### config.mk
export PLATFORM = sky130hd
export DESIGN_NAME = fir_tdm_mac
export DESIGN_NICKNAME = d
export VERILOG_FILES = /design/src/rtl/fir_tdm_pkg.sv /design/src/rtl/fir_hist_ram.sv /design/src/rtl/fir_coef_ram.sv /design/src/rtl/fir_seq_ctrl.sv /design/src/rtl/fir_mac_dp.sv /design/src/rtl/fir_tdm_mac.sv
export SDC_FILE = /design/constraint.sdc
export NUM_CORES = 1
export LEC_CHECK = 0
export BUFFER_PORTS_ARGS = -buffer_cell sky130_fd_sc_hd__buf_4
export CORE_ASPECT_RATIO = 0.5
export CORE_MARGIN = 1
export CORE_UTILIZATION = 30
export CTS_BUF_LIST = sky130_fd_sc_hd__clkbuf_16
export DETAILED_ROUTE_END_ITERATION = 8
export PLACE_DENSITY = 0.54
export SKIP_LAST_GASP = 1
export SLEW_MARGIN = 20
export SYNTH_ARGS = -nofsm -noshare
export SYNTH_HDL_FRONTEND = slang
export SYNTH_SLANG_ARGS = --single-unit
### constraint.sdc
create_clock -name clk -period 8.45 [get_ports clk]
set_clock_uncertainty 0.15 [all_clocks]
set_input_delay 0.4225 -clock clk [delete_from_list [all_inputs] [get_ports clk]]
set_output_delay 0.4225 -clock clk [all_outputs]
set_load 0.05 [all_outputs]
### src/rtl/fir_tdm_pkg.sv
// Package: shared types for the time-multiplexed MAC FIR.
// Assumes: nothing beyond IEEE 1800-2017.
package fir_tdm_pkg;

    // Sequencer states: wait for a sample, step the taps, drain and publish.
    typedef enum logic [1:0] {
        SEQ_IDLE  = 2'd0,
        SEQ_SWEEP = 2'd1,
        SEQ_DRAIN = 2'd2
    } seq_state_t;

endpackage

### src/rtl/fir_hist_ram.sv
// Sample history RAM: one write port, two registered read ports.
// Each read returns the addressed word one cycle later. No reset on the array,
// so it maps onto block RAM. The second port supplies the mirror sample of a
// symmetric pair. Assumes no read targets the address written in the same cycle.
module fir_hist_ram #(
    parameter int DW    = 16,
    parameter int DEPTH = 8,
    localparam int AW   = $clog2(DEPTH)
) (
    input  logic          clk,
    input  logic          we,
    input  logic [AW-1:0] waddr,
    input  logic [DW-1:0] wdata,
    input  logic [AW-1:0] raddr_a,
    input  logic [AW-1:0] raddr_b,
    output logic [DW-1:0] rdata_a,
    output logic [DW-1:0] rdata_b
);
    logic [DW-1:0] mem [DEPTH];

    // Store a new sample and register both read words.
    always_ff @(posedge clk) begin
        if (we) mem[waddr] <= wdata;
        rdata_a <= mem[raddr_a];
        rdata_b <= mem[raddr_b];
    end
endmodule

### src/rtl/fir_coef_ram.sv
// Coefficient RAM: one write port, one registered read port.
// Writes beyond DEPTH-1 are dropped, so depths that are not a power of two stay safe.
module fir_coef_ram #(
    parameter int DW    = 16,
    parameter int DEPTH = 8,
    localparam int AW   = $clog2(DEPTH)
) (
    input  logic          clk,
    input  logic          we,
    input  logic [AW-1:0] waddr,
    input  logic [DW-1:0] wdata,
    input  logic [AW-1:0] raddr,
    output logic [DW-1:0] rdata
);
    localparam logic [AW-1:0] TOP_ADDR = AW'(DEPTH - 1);

    logic [DW-1:0] mem [DEPTH];

    // Accept in-range writes and register the read word.
    always_ff @(posedge clk) begin
        if (we && (waddr <= TOP_ADDR)) mem[waddr] <= wdata;
        rdata <= mem[raddr];
    end
endmodule

### src/rtl/fir_seq_ctrl.sv
// Sweep sequencer. In idle it takes a sample, writes it at the history head
// and starts a sweep. Each sweep cycle issues one tap read. Pointer A walks
// back from the newest sample; pointer B walks forward from the oldest (used
// only in symmetric mode). The drain state waits for the datapath pipeline to
// empty, then fires the publish strobe and returns to idle.
// Assumes: TAPS even and >= 2.
module fir_seq_ctrl
    import fir_tdm_pkg::*;
#(
    parameter int TAPS = 8,
    localparam int AW  = $clog2(TAPS)
) (
    input  logic          clk,
    input  logic          rst_n,
    input  logic          in_valid,
    input  logic          sym_mode,
    input  logic          pipe_busy,
    output logic          ready,
    output logic          start,
    output logic          issue,
    output logic          publish,
    output logic          sym_q,
    output logic [AW-1:0] head,
    output logic [AW-1:0] ptr_a,
    output logic [AW-1:0] ptr_b,
    output logic [AW-1:0] tap
);
    localparam logic [AW-1:0] LAST_ADDR = AW'(TAPS - 1);
    localparam logic [AW-1:0] HALF_LAST = AW'(TAPS / 2 - 1);

    seq_state_t    state;
    logic [AW-1:0] last_tap;

    // Circular increment.
    function automatic logic [AW-1:0] step_up(input logic [AW-1:0] p);
        return (p == LAST_ADDR) ? '0 : p + 1'b1;
    endfunction

    // Circular decrement.
    function automatic logic [AW-1:0] step_dn(input logic [AW-1:0] p);
        return (p == '0) ? LAST_ADDR : p - 1'b1;
    endfunction

    // Decode handshake and strobes from the state.
    always_comb begin
        ready    = (state == SEQ_IDLE);
        start    = ready && in_valid;
        issue    = (state == SEQ_SWEEP);
        publish  = (state == SEQ_DRAIN) && !pipe_busy;
        last_tap = sym_q ? HALF_LAST : LAST_ADDR;
    end

    // Advance the state, the pointers and the tap index.
    always_ff @(posedge clk) begin
        if (!rst_n) begin
            state <= SEQ_IDLE;
            head  <= '0;
            ptr_a <= '0;
            ptr_b <= '0;
            tap   <= '0;
            sym_q <= 1'b0;
        end else begin
            unique case (state)
                SEQ_IDLE: if (in_valid) begin
                    ptr_a <= head;
                    ptr_b <= step_up(head);
                    head  <= step_up(head);
                    tap   <= '0;
                    sym_q <= sym_mode;
                    state <= SEQ_SWEEP;
                end
                SEQ_SWEEP: begin
                    ptr_a <= step_dn(ptr_a);
                    ptr_b <= step_up(ptr_b);
                    tap   <= tap + 1'b1;
                    if (tap == last_tap) state <= SEQ_DRAIN;
                end
                SEQ_DRAIN: if (!pipe_busy) state <= SEQ_IDLE;
                default: state <= SEQ_IDLE;
            endcase
        end
    end
endmodule

### src/rtl/fir_mac_dp.sv
// MAC datapath. The stage-1 flag marks cycles whose RAM words are valid
// (one cycle after a tap read is issued). A pre-adder then folds in the mirror
// sample when symmetric, and the product is registered. The stage-2 flag adds
// the registered product into the accumulator, so every tap is counted exactly
// once. The accumulator clears on sweep start; on publish the shifted,
// clamped result is registered with a one-cycle strobe.
module fir_mac_dp #(
    parameter int DATA_W = 16,
    parameter int COEF_W = 16,
    parameter int ACC_W  = 32,
    parameter int SHIFT  = 8,
    localparam int PRE_W  = DATA_W + 1,
    localparam int PROD_W = PRE_W + COEF_W
) (
    input  logic                     clk,
    input  logic                     rst_n,
    input  logic                     clear,
    input  logic                     issue,
    input  logic                     publish,
    input  logic                     sym,
    input  logic signed [DATA_W-1:0] samp_a,
    input  logic signed [DATA_W-1:0] samp_b,
    input  logic signed [COEF_W-1:0] coef,
    output logic                     pipe_busy,
    output logic                     acc_en,
    output logic                     out_valid,
    output logic        [DATA_W-1:0] out_sample
);
    localparam logic signed [ACC_W-1:0] SAT_HI = ACC_W'((1 <<< (DATA_W - 1)) - 1);
    localparam logic signed [ACC_W-1:0] SAT_LO = ACC_W'(-(1 <<< (DATA_W - 1)));

    logic                     rd_vld;
    logic signed [PRE_W-1:0]  pre_sum;
    logic signed [PROD_W-1:0] prod_full;
    logic signed [ACC_W-1:0]  prod_q;
    logic signed [ACC_W-1:0]  acc;
    logic signed [ACC_W-1:0]  scaled;

    // Pre-add the mirror sample in symmetric mode, then multiply.
    always_comb begin
        pre_sum   = PRE_W'(samp_a) + (sym ? PRE_W'(samp_b) : '0);
        prod_full = pre_sum * coef;
        scaled    = acc >>> SHIFT;
        pipe_busy = rd_vld || acc_en;
    end

    // Carry the read-valid and accumulate-enable flags down the pipeline.
    always_ff @(posedge clk) begin
        if (!rst_n) begin
            rd_vld <= 1'b0;
            acc_en <= 1'b0;
        end else begin
            rd_vld <= issue;
            acc_en <= rd_vld;
        end
    end

    // Register the product of the current tap.
    always_ff @(posedge clk) begin
        if (!rst_n)      prod_q <= '0;
        else if (rd_vld) prod_q <= ACC_W'(prod_full);
    end

    // Clear at sweep start, else add the registered product.
    always_ff @(posedge clk) begin
        if (!rst_n || clear) acc <= '0;
        else if (acc_en)     acc <= acc + prod_q;
    end

    // Publish the scaled, clamped result with a one-cycle strobe.
    always_ff @(posedge clk) begin
        if (!rst_n) begin
            out_valid  <= 1'b0;
            out_sample <= '0;
        end else begin
            out_valid <= publish;
            if (publish) begin
                if (scaled > SAT_HI)      out_sample <= DATA_W'(SAT_HI);
                else if (scaled < SAT_LO) out_sample <= DATA_W'(SAT_LO);
                else                      out_sample <= DATA_W'(scaled);
            end
        end
    end
endmodule

### src/rtl/fir_tdm_mac.sv
// Top: time-multiplexed MAC FIR with one multiplier, RAM-held history and
// reloadable coefficients. Offer a new sample only after the previous result;
// samples and coefficient writes offered while ready is low are dropped.
// Assumes: TAPS even and >= 2; the accumulator is wide enough for the chosen
// coefficient and sample ranges (it wraps otherwise).
module fir_tdm_mac #(
    parameter int TAPS   = 8,
    parameter int DATA_W = 16,
    parameter int COEF_W = 16,
    parameter int ACC_W  = 32,
    parameter int SHIFT  = 8,
    localparam int AW    = $clog2(TAPS)
) (
    input  logic              clk,
    input  logic              rst_n,
    input  logic              in_valid,
    input  logic [DATA_W-1:0] in_sample,
    input  logic              sym_mode,
    output logic              ready,
    input  logic              cw_en,
    input  logic [AW-1:0]     cw_addr,
    input  logic [COEF_W-1:0] cw_data,
    output logic              out_valid,
    output logic [DATA_W-1:0] out_sample
);
    logic              start, issue, publish, sym_q, pipe_busy, acc_en;
    logic [AW-1:0]     head, ptr_a, ptr_b, tap;
    logic [DATA_W-1:0] samp_a, samp_b;
    logic [COEF_W-1:0] coef;
    logic              coef_we;

    // Coefficient writes are taken only while idle.
    assign coef_we = cw_en && ready;

    fir_seq_ctrl #(.TAPS(TAPS)) seq_i (
        .clk(clk), .rst_n(rst_n), .in_valid(in_valid), .sym_mode(sym_mode),
        .pipe_busy(pipe_busy), .ready(ready), .start(start), .issue(issue),
        .publish(publish), .sym_q(sym_q), .head(head), .ptr_a(ptr_a),
        .ptr_b(ptr_b), .tap(tap)
    );

    fir_hist_ram #(.DW(DATA_W), .DEPTH(TAPS)) hist_i (
        .clk(clk), .we(start), .waddr(head), .wdata(in_sample),
        .raddr_a(ptr_a), .raddr_b(ptr_b), .rdata_a(samp_a), .rdata_b(samp_b)
    );

    fir_coef_ram #(.DW(COEF_W), .DEPTH(TAPS)) coef_i (
        .clk(clk), .we(coef_we), .waddr(cw_addr), .wdata(cw_data),
        .raddr(tap), .rdata(coef)
    );

    fir_mac_dp #(
        .DATA_W(DATA_W), .COEF_W(COEF_W), .ACC_W(ACC_W), .SHIFT(SHIFT)
    ) dp_i (
        .clk(clk), .rst_n(rst_n), .clear(start), .issue(issue),
        .publish(publish), .sym(sym_q), .samp_a(samp_a), .samp_b(samp_b),
        .coef(coef), .pipe_busy(pipe_busy), .acc_en(acc_en),
        .out_valid(out_valid), .out_sample(out_sample)
    );
endmodule

==> Yosys cells after proc, flatten, opt, wreduce, memory -nomap -nowiden <==
Memory sizes are Yosys's and may differ from the RTL's. A register that Yosys moved wholly into a read port is not among the register bits.
Index checks and enable logic that the tools add are counted.
{ "classes": {"n_addsub": 6, "mul": 1, "div_mod_pow": 0, "order_cmp": 3, "n_eq_ne": 8, "shift": 0, "n_mux": 21, "n_bitwise": 0, "n_reduce_logical": 14} }
{ "ops": {"columns": ["operator", "count"], "rows": [
  ["32-bit adder", 1],
  ["17-bit by 16-bit multiplier with 32-bit output", 1],
  ["16-bit two-way mux", 2],
  ["24-bit by 16-bit greater-than comparator with 1-bit output, second input constant", 1],
  ["24-bit by 16-bit less-than comparator with 1-bit output, second input constant", 1],
  ["3-bit two-way mux", 7],
  ["3-bit one-hot mux with 2 select lines", 3],
  ["17-bit adder", 1],
  ["17-bit two-way mux", 1],
  ["3-bit by 1-bit adder with 3-bit output, second input constant", 3],
  ["3-bit == test, second input constant", 2],
  ["2-bit two-way mux", 3],
  ["2-bit inequality test, second input constant", 3],
  ["2-bit one-hot mux with 3 select lines", 1],
  ["1-bit logical AND", 4],
  ["1-bit two-way mux", 4],
  ["2-bit AND reduction", 2],
  ["3-bit == test", 1],
  ["3-bit less-or-equal comparator, second input constant", 1],
  ["3-bit zero test", 1],
  ["3-bit AND reduction", 1],
  ["3-bit by 1-bit subtractor with 3-bit output, second input constant", 1],
  ["2-bit by 1-bit == test with 1-bit output, second input constant", 1],
  ["2-bit == test, second input constant", 1],
  ["4 further kinds", 6]
]} }
{ "word_totals": {"register_bits": 98, "latch_bits": 0, "mem_bits_rw": 256, "romBits": 0, "elab_cells": 67, "memories": 2} }
{ "memory_table": {"columns": ["memory", "depth", "word_bits", "read_ports", "rd_clocked_by_memory_dff", "write_ports", "line_no", "rtl"], "rows": [
  ["coef_i.mem", 8, 16, 1, 1, 1, "fir_coef_ram.sv:17", "logic [DW-1:0] mem [DEPTH];"],
  ["hist_i.mem", 8, 16, 2, 2, 1, "fir_hist_ram.sv:19", "logic [DW-1:0] mem [DEPTH];"]
]} }

==> Depth between registers and ports, before layout <==
Gate-level depths: netlist of the first run.
{ "depth": {"ltp_word": 5, "ltp_mapped": 36} }

==> Modules after synthesis <==
A second synthesis of the first run with hierarchy kept.
{ "unflattened": {"cells_unflattened": 2368, "hier_area_um2": 28348.4} }
{ "by_module_without_submodules": {"columns": ["module", "n_inst", "cells_per_inst", "area_per_inst_um2"], "rows": [
  ["fir_mac_dp", 1, 1782, 15578.7],
  ["fir_hist_ram", 1, 287, 6685.2],
  ["fir_coef_ram", 1, 214, 5293.8],
  ["fir_seq_ctrl", 1, 84, 784.5],
  ["fir_tdm_mac", 1, 1, 6.3]
]} }

==> Least setup slack after synthesis of the first run <==
No wires, ideal clock.
{ "synth_timing": {"kind": "register -> register", "startpoint": "reg seq_i.sym_q", "endpoint": "reg dp_i.prod_q[31]", "setup_ns": 0.070, "t_arrival_ns": 8.068, "t_required_ns": 8.230, "slack_ns": 0.162, "path_stages_with_launch": 32, "n_path_buf": 3, "path_cell_list": "dfxtp_1 clkbuf_1 clkbuf_1 and2_1 ha_1 nor2b_1 o31a_1 o31ai_2 a21oi_1 o31a_1 o41ai_4 buf_2 nand2_1 inv_1 fa_1 fa_1 inv_1 fa_1 fa_1 fa_1 fa_1 inv_1 ha_1 a211o_1 a211oi_1 nand2_1 a41o_1 nand2_1 o2111ai_1 a21oi_1 xnor3_1 a21oi_1"} }
{ "synth_via": {"elab_chain_len": 3} }
{ "synth_rtl": {"columns": ["item", "line_no", "rtl"], "rows": [
  ["start: declaration", "fir_seq_ctrl.sv:22", "output logic sym_q,"],
  ["start signal: assignment", "fir_seq_ctrl.sv:69", "sym_q <= sym_mode;"],
  ["17-bit two-way mux", "fir_mac_dp.sv:41", "pre_sum = PRE_W'(samp_a) + (sym ? PRE_W'(samp_b) : '0);"],
  ["17-bit adder", "fir_mac_dp.sv:41", null],
  ["17-bit by 16-bit multiplier with 32-bit output", "fir_mac_dp.sv:42", "prod_full = pre_sum * coef;"],
  ["end signal: assignment", "fir_mac_dp.sv:61", "else if (rd_vld) prod_q <= ACC_W'(prod_full);"],
  ["end: declaration", "fir_mac_dp.sv:35", "logic signed [ACC_W-1:0] prod_q;"]
]} }
No other way between the ends.
A chain may end at the register's enable or synchronous reset.

==> Worst setup path in the final report of the first run <==
{ "layout_timing": {"startpoint": "reg seq_i.sym_q", "endpoint": "reg dp_i.prod_q[30]"} }
Same word-level chain as after synthesis.

==> results.sh, run 1 <==
export IMPL_status="finished, final reports clean"
export IMPL_wl_per_cell_um=17.2
export IMPL_fillCellCount=8965
export IMPL_vias_per_cell=4.71
export IMPL_die_w_um=431
export IMPL_synth_nets=2813
export IMPL_htreeDepth=2
export IMPL_rr_startpoint="seq_i.sym_q"
export IMPL_grt_start_max_net_pins=59
export IMPL_path_clk_slew_ns=0.06
export IMPL_fin_crit_sh=0.960
export IMPL_finalHoldViolCount=0
export IMPL_drive_gt1_frac=0.159
export IMPL_placed_area_sq_um=29700
export IMPL_grt_pass1_vias=18300
export IMPL_report_final_slew_viol_count=0
export IMPL_dieArea_sq_um=93300
export IMPL_maxCapViolations=0
export IMPL_clkLatencyLatePin_ns=0.59
export IMPL_cts_tree="built"
export IMPL_cp_end_kind="flop"
export IMPL_dieHeight_um=216
export IMPL_r2r_end="dp_i.prod_q[30]"
export IMPL_ant_nets=0
export IMPL_diodes=0
export IMPL_row_count=78
export IMPL_cp_required_ns=8.73
export IMPL_hpwl_um=45600
export IMPL_synthesis_area_sq_um=27600
export IMPL_worst_path_max_delay_cell="fa_1"
export IMPL_dr_pass1_iters=5
export IMPL_rsz0062_at_grt="true"
export IMPL_min_from="rst_n"
export IMPL_seq_area_frac_synth=0.385
export IMPL_wl_met1_um=28900
export IMPL_worst_pin_slew_ns=1.03
export IMPL_coreArea_sq_um=90900
export IMPL_ff2ff_path_depth=36
export IMPL_synthArstFlopShare=0
export IMPL_min_to="seq_i.state[1]"
export IMPL_crit_path_frequent_cell="inv_1"
export IMPL_numClockSinks=402
export IMPL_stdcell_count=3753
export IMPL_max_clock_freq_ghz=0.123
export IMPL_setup_viol=0
export IMPL_place_inst=3620
export IMPL_cts_buffers=42
export IMPL_whs_path_depth=2
export IMPL_postLayoutCoreUtil=0.349
export IMPL_initial_utilization=0.304
export IMPL_routed_top_layer="met4"
export IMPL_cp_start_kind="flop"
export IMPL_grt_pass1_wl_um=101000
export IMPL_cts_buffer_depth=3
export IMPL_rrSetupSlack_ns=0.34
export IMPL_boundaryPins=58
export IMPL_fin_nets=2924
export IMPL_antenna_found_initial=3
export IMPL_slew_headroom=0.310
export IMPL_ys_warn_count=0
export IMPL_cts_root_buf="clkbuf_16"
export IMPL_period_needed_ns=8.11
export IMPL_port_buffer_count=57
export IMPL_wl_met3_um=2650
export IMPL_routed_wl_met2_um=31800
export IMPL_synth_edf_count=256
export IMPL_synth_main_ff_cell="edfxtp_1"
export IMPL_final_cell_mix="inv_1 (342), fa_1 (263), edfxtp_1 (256)"
export IMPL_vias=17700
export IMPL_final_cell_area_sq_um=31700
export IMPL_critPathMaxFanout=8
export IMPL_synth_seq_cells=402
export IMPL_synthCells=2370
export IMPL_drt_iter0_drc=1060
export IMPL_wl_um=64600
export IMPL_max_stage_delay_ns=0.55
export IMPL_yosysUniqueCellTypes=61
export IMPL_gp_congestion=0.826
export IMPL_area_delta_synth_final_pct=14.9
export IMPL_postSynthAreaPerCell_sq_um=11.6
export IMPL_final_common_cell="inv_1"
export IMPL_path_class="flop to flop"
export IMPL_hp_class="primary input to flop"
export IMPL_drc=0
export IMPL_grt_ovfl_total=0
export IMPL_cp_arrival_ns=8.39
export IMPL_track_usage=0.137
-- through the flow --
step | setup TNS, ns | setup slack, ns | hold WS [ns]
global placement | 0 | 0.0611 | 0.290
finish | 0 | 0.337 | 0.0278
detailed placement | 0 | 0.0390 | 0.298
CTS | 0 | 0.0221 | 0.00298
global route | -0.00917 | -0.00917 | 0.0257
floorplan | 0 | 0.162 | 0.295
-- Yosys cell counts, types with 21 or more instances --
cell	number	area share
mux2_2	49	0.020
a21o_1	28	0.0076
xor2_1	27	0.0086
fa_1	266	0.19
edfxtp_1	256	0.28
a21oi_1	90	0.016
o21ai_0	65	0.012
inv_1	340	0.046
and2_1	130	0.029
nor3_1	21	0.0038
xnor2_1	50	0.016
clkbuf_1	82	0.011
mux4_2	96	0.078
dfxtp_1	146	0.11
ha_1	137	0.062
mux2i_1	33	0.012
nand2_1	215	0.029
nand3_1	32	0.0058
nor2_1	120	0.016
-- layer usage --
| layer | vias up | track usage |
|---|---|---|
| met3 | 75 | 0.0168 |
| met2 | 298 | 0.238 |
| met4 | 0 | 0.0325 |
| met1 | 9042 | 0.182 |
| li1 | 8245 | - |
| met5 | - | 0 |
-- worst max-delay path: cells and delay by family, from the launching register on --
| kind | cells | cell delay (ns) |
|---|---|---|
| buffers and inverters | 9 | 0.71 |
| adders and majority gates | 9 | 3.75 |
| and+or+nand+nor | 6 | 0.70 |
| DFF | 1 | 0.35 |
| xor gates and xnor gates | 2 | 0.31 |
| AOI/OAI and AO/OA | 10 | 1.96 |
-- cells by family after synthesis --
logic type,count (synthesis),synth area share
AND/OR/NAND/NOR,590,0.102
buffers and inverters,443,0.0603
adder cells (fa/ha/maj),405,0.256
flip-flops,402,0.385
AO/OA/AOI/OAI,274,0.0619
multiplexers,178,0.110
XOR/XNOR,78,0.0253
-- flip-flops by register name, indices dropped and copies added (netlist names), 16 cells and up --
| name | flops |
|---|---|
| coef_i.rdata | 16 |
| dp_i.out_sample | 16 |
| hist_i.rdata_b | 16 |
| hist_i.mem | 128 |
| hist_i.rdata_a | 16 |
| dp_i.acc | 32 |
| dp_i.prod_q | 32 |
| coef_i.mem | 128 |
-- cell type report --
| type | count | area (sq um) | share of cell area |
|---|---|---|---|
| flip-flops and latches | 402 | 10600 | 0.335 |
| multi-input cells | 1525 | 15500 | 0.491 |
| well taps | 1240 | 1550 | 0.0490 |
| clock inverters | 33 | 228 | 0.00719 |
| repair buffers | 168 | 1390 | 0.0438 |
| clock buffers | 43 | 1080 | 0.0340 |
| inverters | 342 | 1280 | 0.0405 |
-- worst max-delay path by stage --
stage | endpoint | from | slack, ns
5_1_grt | dp_i.prod_q[31] | seq_i.sym_q | -0.009
6_report | dp_i.prod_q[30] | seq_i.sym_q | 0.34
3_3_place_gp | dp_i.prod_q[24] | seq_i.sym_q | 0.06
4_1_cts | dp_i.prod_q[24] | seq_i.sym_q | 0.02
2_1_floorplan | dp_i.prod_q[31] | seq_i.sym_q | 0.16
3_5_place_dp | dp_i.prod_q[24] | seq_i.sym_q | 0.04
-- timing repair --
action / in CTS / in global routing
cloned: 0 / 5
pin swaps: 0 / 32
hold buffers: 33 / 0
endpoints found under the setup margin: 2 / 17
resized for setup: 1 / 52
hold endpoints to repair: 257 / 0
buffers inserted: 0 / 19
Power of run 1 is not shown: default switching activity piles up to over one toggle a cycle in this logic, so the estimate is an artifact.
==> run 2, diff against run 1 <==
SYNTH_HIERARCHICAL = 1   (was default)
==> run 2 against run 1 <==
The flow now finishes with violations (design-rule violations). Die area rose by 2.7%. Synthesized cell count barely moved. Register-to-register slack barely moved. Core utilization fell by 0.37 points. Hold slack improved by 0.0089 ns. Sequential share of layout area fell by 0.53 points. Maximum frequency fell by 0.10%. Worst setup slack got worse by 0.0085 ns. Wire length fell by 0.63%. Via count fell by 1.8%. Clock-buffer cell count fell by 1. Critical path type unchanged.
==> results.sh, run 2 <==
export IMPL_netlist_top_cells_area="edfxtp_1 (27%), fa_1 (19%), dfxtp_1 (10%), mux4_1 (7.8%), ha_1 (6.1%)"
export IMPL_antenna_found_initial=2
export IMPL_synth_nets=2812
export IMPL_finalWorstSetupSlack_ns=0.329
export IMPL_boundaryPins=58
export IMPL_area_delta_synth_final_pct=13.6
export IMPL_synth_edf_count=256
export IMPL_wl_per_cell_um=17.1
export IMPL_fin_crit_sh=0.961
export IMPL_report_final_slew_viol_count=0
export IMPL_grt_pass1_vias=18200
export IMPL_ys_warn_count=6
export IMPL_grt_start_max_net_pins=72
export IMPL_status="complete, but fails checks"
export IMPL_crit_path_frequent_cell="fa_1"
export IMPL_maxCapViolations=0
export IMPL_path_class="flop to flop"
export IMPL_setup_viol=0
export IMPL_synth_area_leader_cell="edfxtp_1"
export IMPL_cts_buffer_depth=3
export IMPL_synth_seq_cells=402
export IMPL_yosys_cell_count_top_type="inv_1"
export IMPL_cp_arrival_ns=8.44
export IMPL_cts_root_buf="clkbuf_16"
export IMPL_row_count=79
export IMPL_slew_headroom=0.241
export IMPL_synth_main_ff_cell="edfxtp_1"
export IMPL_dr_pass1_iters=7
export IMPL_cp_required_ns=8.76
export IMPL_synthesis_area_sq_um=28300
export IMPL_dp_slack_ns=0.134
export IMPL_coreArea_sq_um=93300
export IMPL_hpwl_um=47100
export IMPL_drt_iter0_drc=898
export IMPL_postSynthAreaPerCell_sq_um=12.0
export IMPL_final_cell_area_sq_um=32200
export IMPL_dieHeight_um=219
export IMPL_initial_utilization=0.304
export IMPL_placed_area_sq_um=30300
export IMPL_postLayoutCoreUtil=0.345
export IMPL_drive_gt1_frac=0.120
export IMPL_max_stage_delay_ns=0.53
export IMPL_synthTopCellsByCount="inv_1 (341), fa_1 (266), edfxtp_1 (256), nand2_1 (193), and2_1 (147)"
export IMPL_fin_nets=2908
export IMPL_cts_buffers=42
export IMPL_period_needed_ns=8.12
export IMPL_numClockSinks=402
export IMPL_hp_class="primary input to flop"
export IMPL_synthCells=2368
export IMPL_grt_ovfl_total=0
export IMPL_critPathMaxFanout=10
export IMPL_drc=12
export IMPL_largestRegisters="coef_i/mem x128, hist_i/mem x128"
export IMPL_grt_pass1_wl_um=102000
export IMPL_vias_per_cell=4.62
export IMPL_stdcell_count=3756
export IMPL_track_usage=0.135
export IMPL_seq_area_frac_synth=0.374
export IMPL_cts_tree="built"
export IMPL_yosysUniqueCellTypes=81
export IMPL_place_inst=3639
export IMPL_final_cell_mix="inv_1 (351), fa_1 (264), edfxtp_1 (256)"
export IMPL_synth_top_area_share=0.271
export IMPL_max_clock_freq_ghz=0.123
export IMPL_cp_start_kind="flop"
export IMPL_port_buffer_count=57
export IMPL_synthArstFlopShare=0
export IMPL_final_common_cell="inv_1"
export IMPL_path_clk_slew_ns=0.06
export IMPL_dieArea_sq_um=95800
export IMPL_worst_path_max_delay_cell="fa_1"
export IMPL_htreeDepth=2
export IMPL_die_w_um=437
export IMPL_cp_end_kind="flop"
export IMPL_gp_congestion=0.854
export IMPL_violations="design-rule violations"
export IMPL_finalHoldViolCount=0
export IMPL_wl_um=64200
export IMPL_worst_pin_slew_ns=1.14
export IMPL_vias=17300
export IMPL_clkLatencyLatePin_ns=0.60
export IMPL_ant_nets=0
[run 2: changes by cell type after synthesis, moves of 14 or more]
cell      delta
mux4_1      +84
mux4_2      -84
a21oi_1     -30
clkbuf_1    -23
nand2_1     -22
a21boi_0    +21
nor2_1      -21
and2_1      +17
nor2b_1     +15
buf_6       +14
[run 2: what timing repair did]
action | CTS | global route
hold endpoints to repair | 257 | 0
buffers inserted | 0 | 3
hold buffers | 33 | 0
setup endpoints to repair | 0 | 13
resized for setup | 0 | 27
[run 2: path summary, 6_finish.rpt]
| check | end | slack (ns) | cells past startpoint | from |
|---|---|---|---|---|
| hold reg to reg | dp_i/acc[4] | 0.32 | 2 | dp_i/acc[4] |
| setup reg to reg | dp_i/prod_q[30] | 0.33 | 31 | seq_i/sym_q |
| hold / removal | dp_i/prod_q[14] | 0.04 | 2 | rst_n |
| setup / recovery | dp_i/prod_q[30] | 0.33 | 31 | seq_i/sym_q |
[run 2: per-stage QoR]
stage	hold WS [ns]	TNS, ns
detailed placement	0.314	0
CTS	0.0166	0
finish	0.0367	0
global route	0.0321	-0.0175
floorplan	0.290	0
global placement	0.314	0
[run 2: logic make-up after synthesis]
group / synth area share
AOI/OAI and AO/OA: 0.0658
and+or+nand+nor: 0.104
muxes: 0.119
DFF: 0.374
xor gates and xnor gates: 0.0238
buffers and inverters: 0.0640
adders and majority gates: 0.249
[run 2: layout make-up]
type	count	area, sq um
Clock buffer	42	1050
Clock inverter	36	377
Inverter	343	1290
Sequential cell	402	10600
Antenna cell	3	7.51
Fill cell	9228	61100
Tap cell	1255	1570
Multi-Input combinational cell	1526	16100
Timing Repair Buffer	149	1210
[run 2: routing by layer]
layer,GRT usage,wire [um],vias to the layer above,part of all wire
li1,-,-,8299,-
met1,0.183,30700,8735,0.48
met2,0.225,29900,238,0.47
met3,0.0235,2690,77,0.042
met4,0.0287,1020,0,0.016
met5,0,0,-,0
[run 2: critical path: cells and delay by family (launching register included)]
kind / cells / cell delay [ns]
adders and majority gates: 8 / 3.69
AOI/OAI and AO/OA: 8 / 1.71
and+or+nand+nor: 7 / 1.29
buffers and inverters: 6 / 0.51
DFF: 1 / 0.34
xor gates and xnor gates: 1 / 0.20
muxes: 1 / 0.10
Power of run 2 is left out for the same reason.
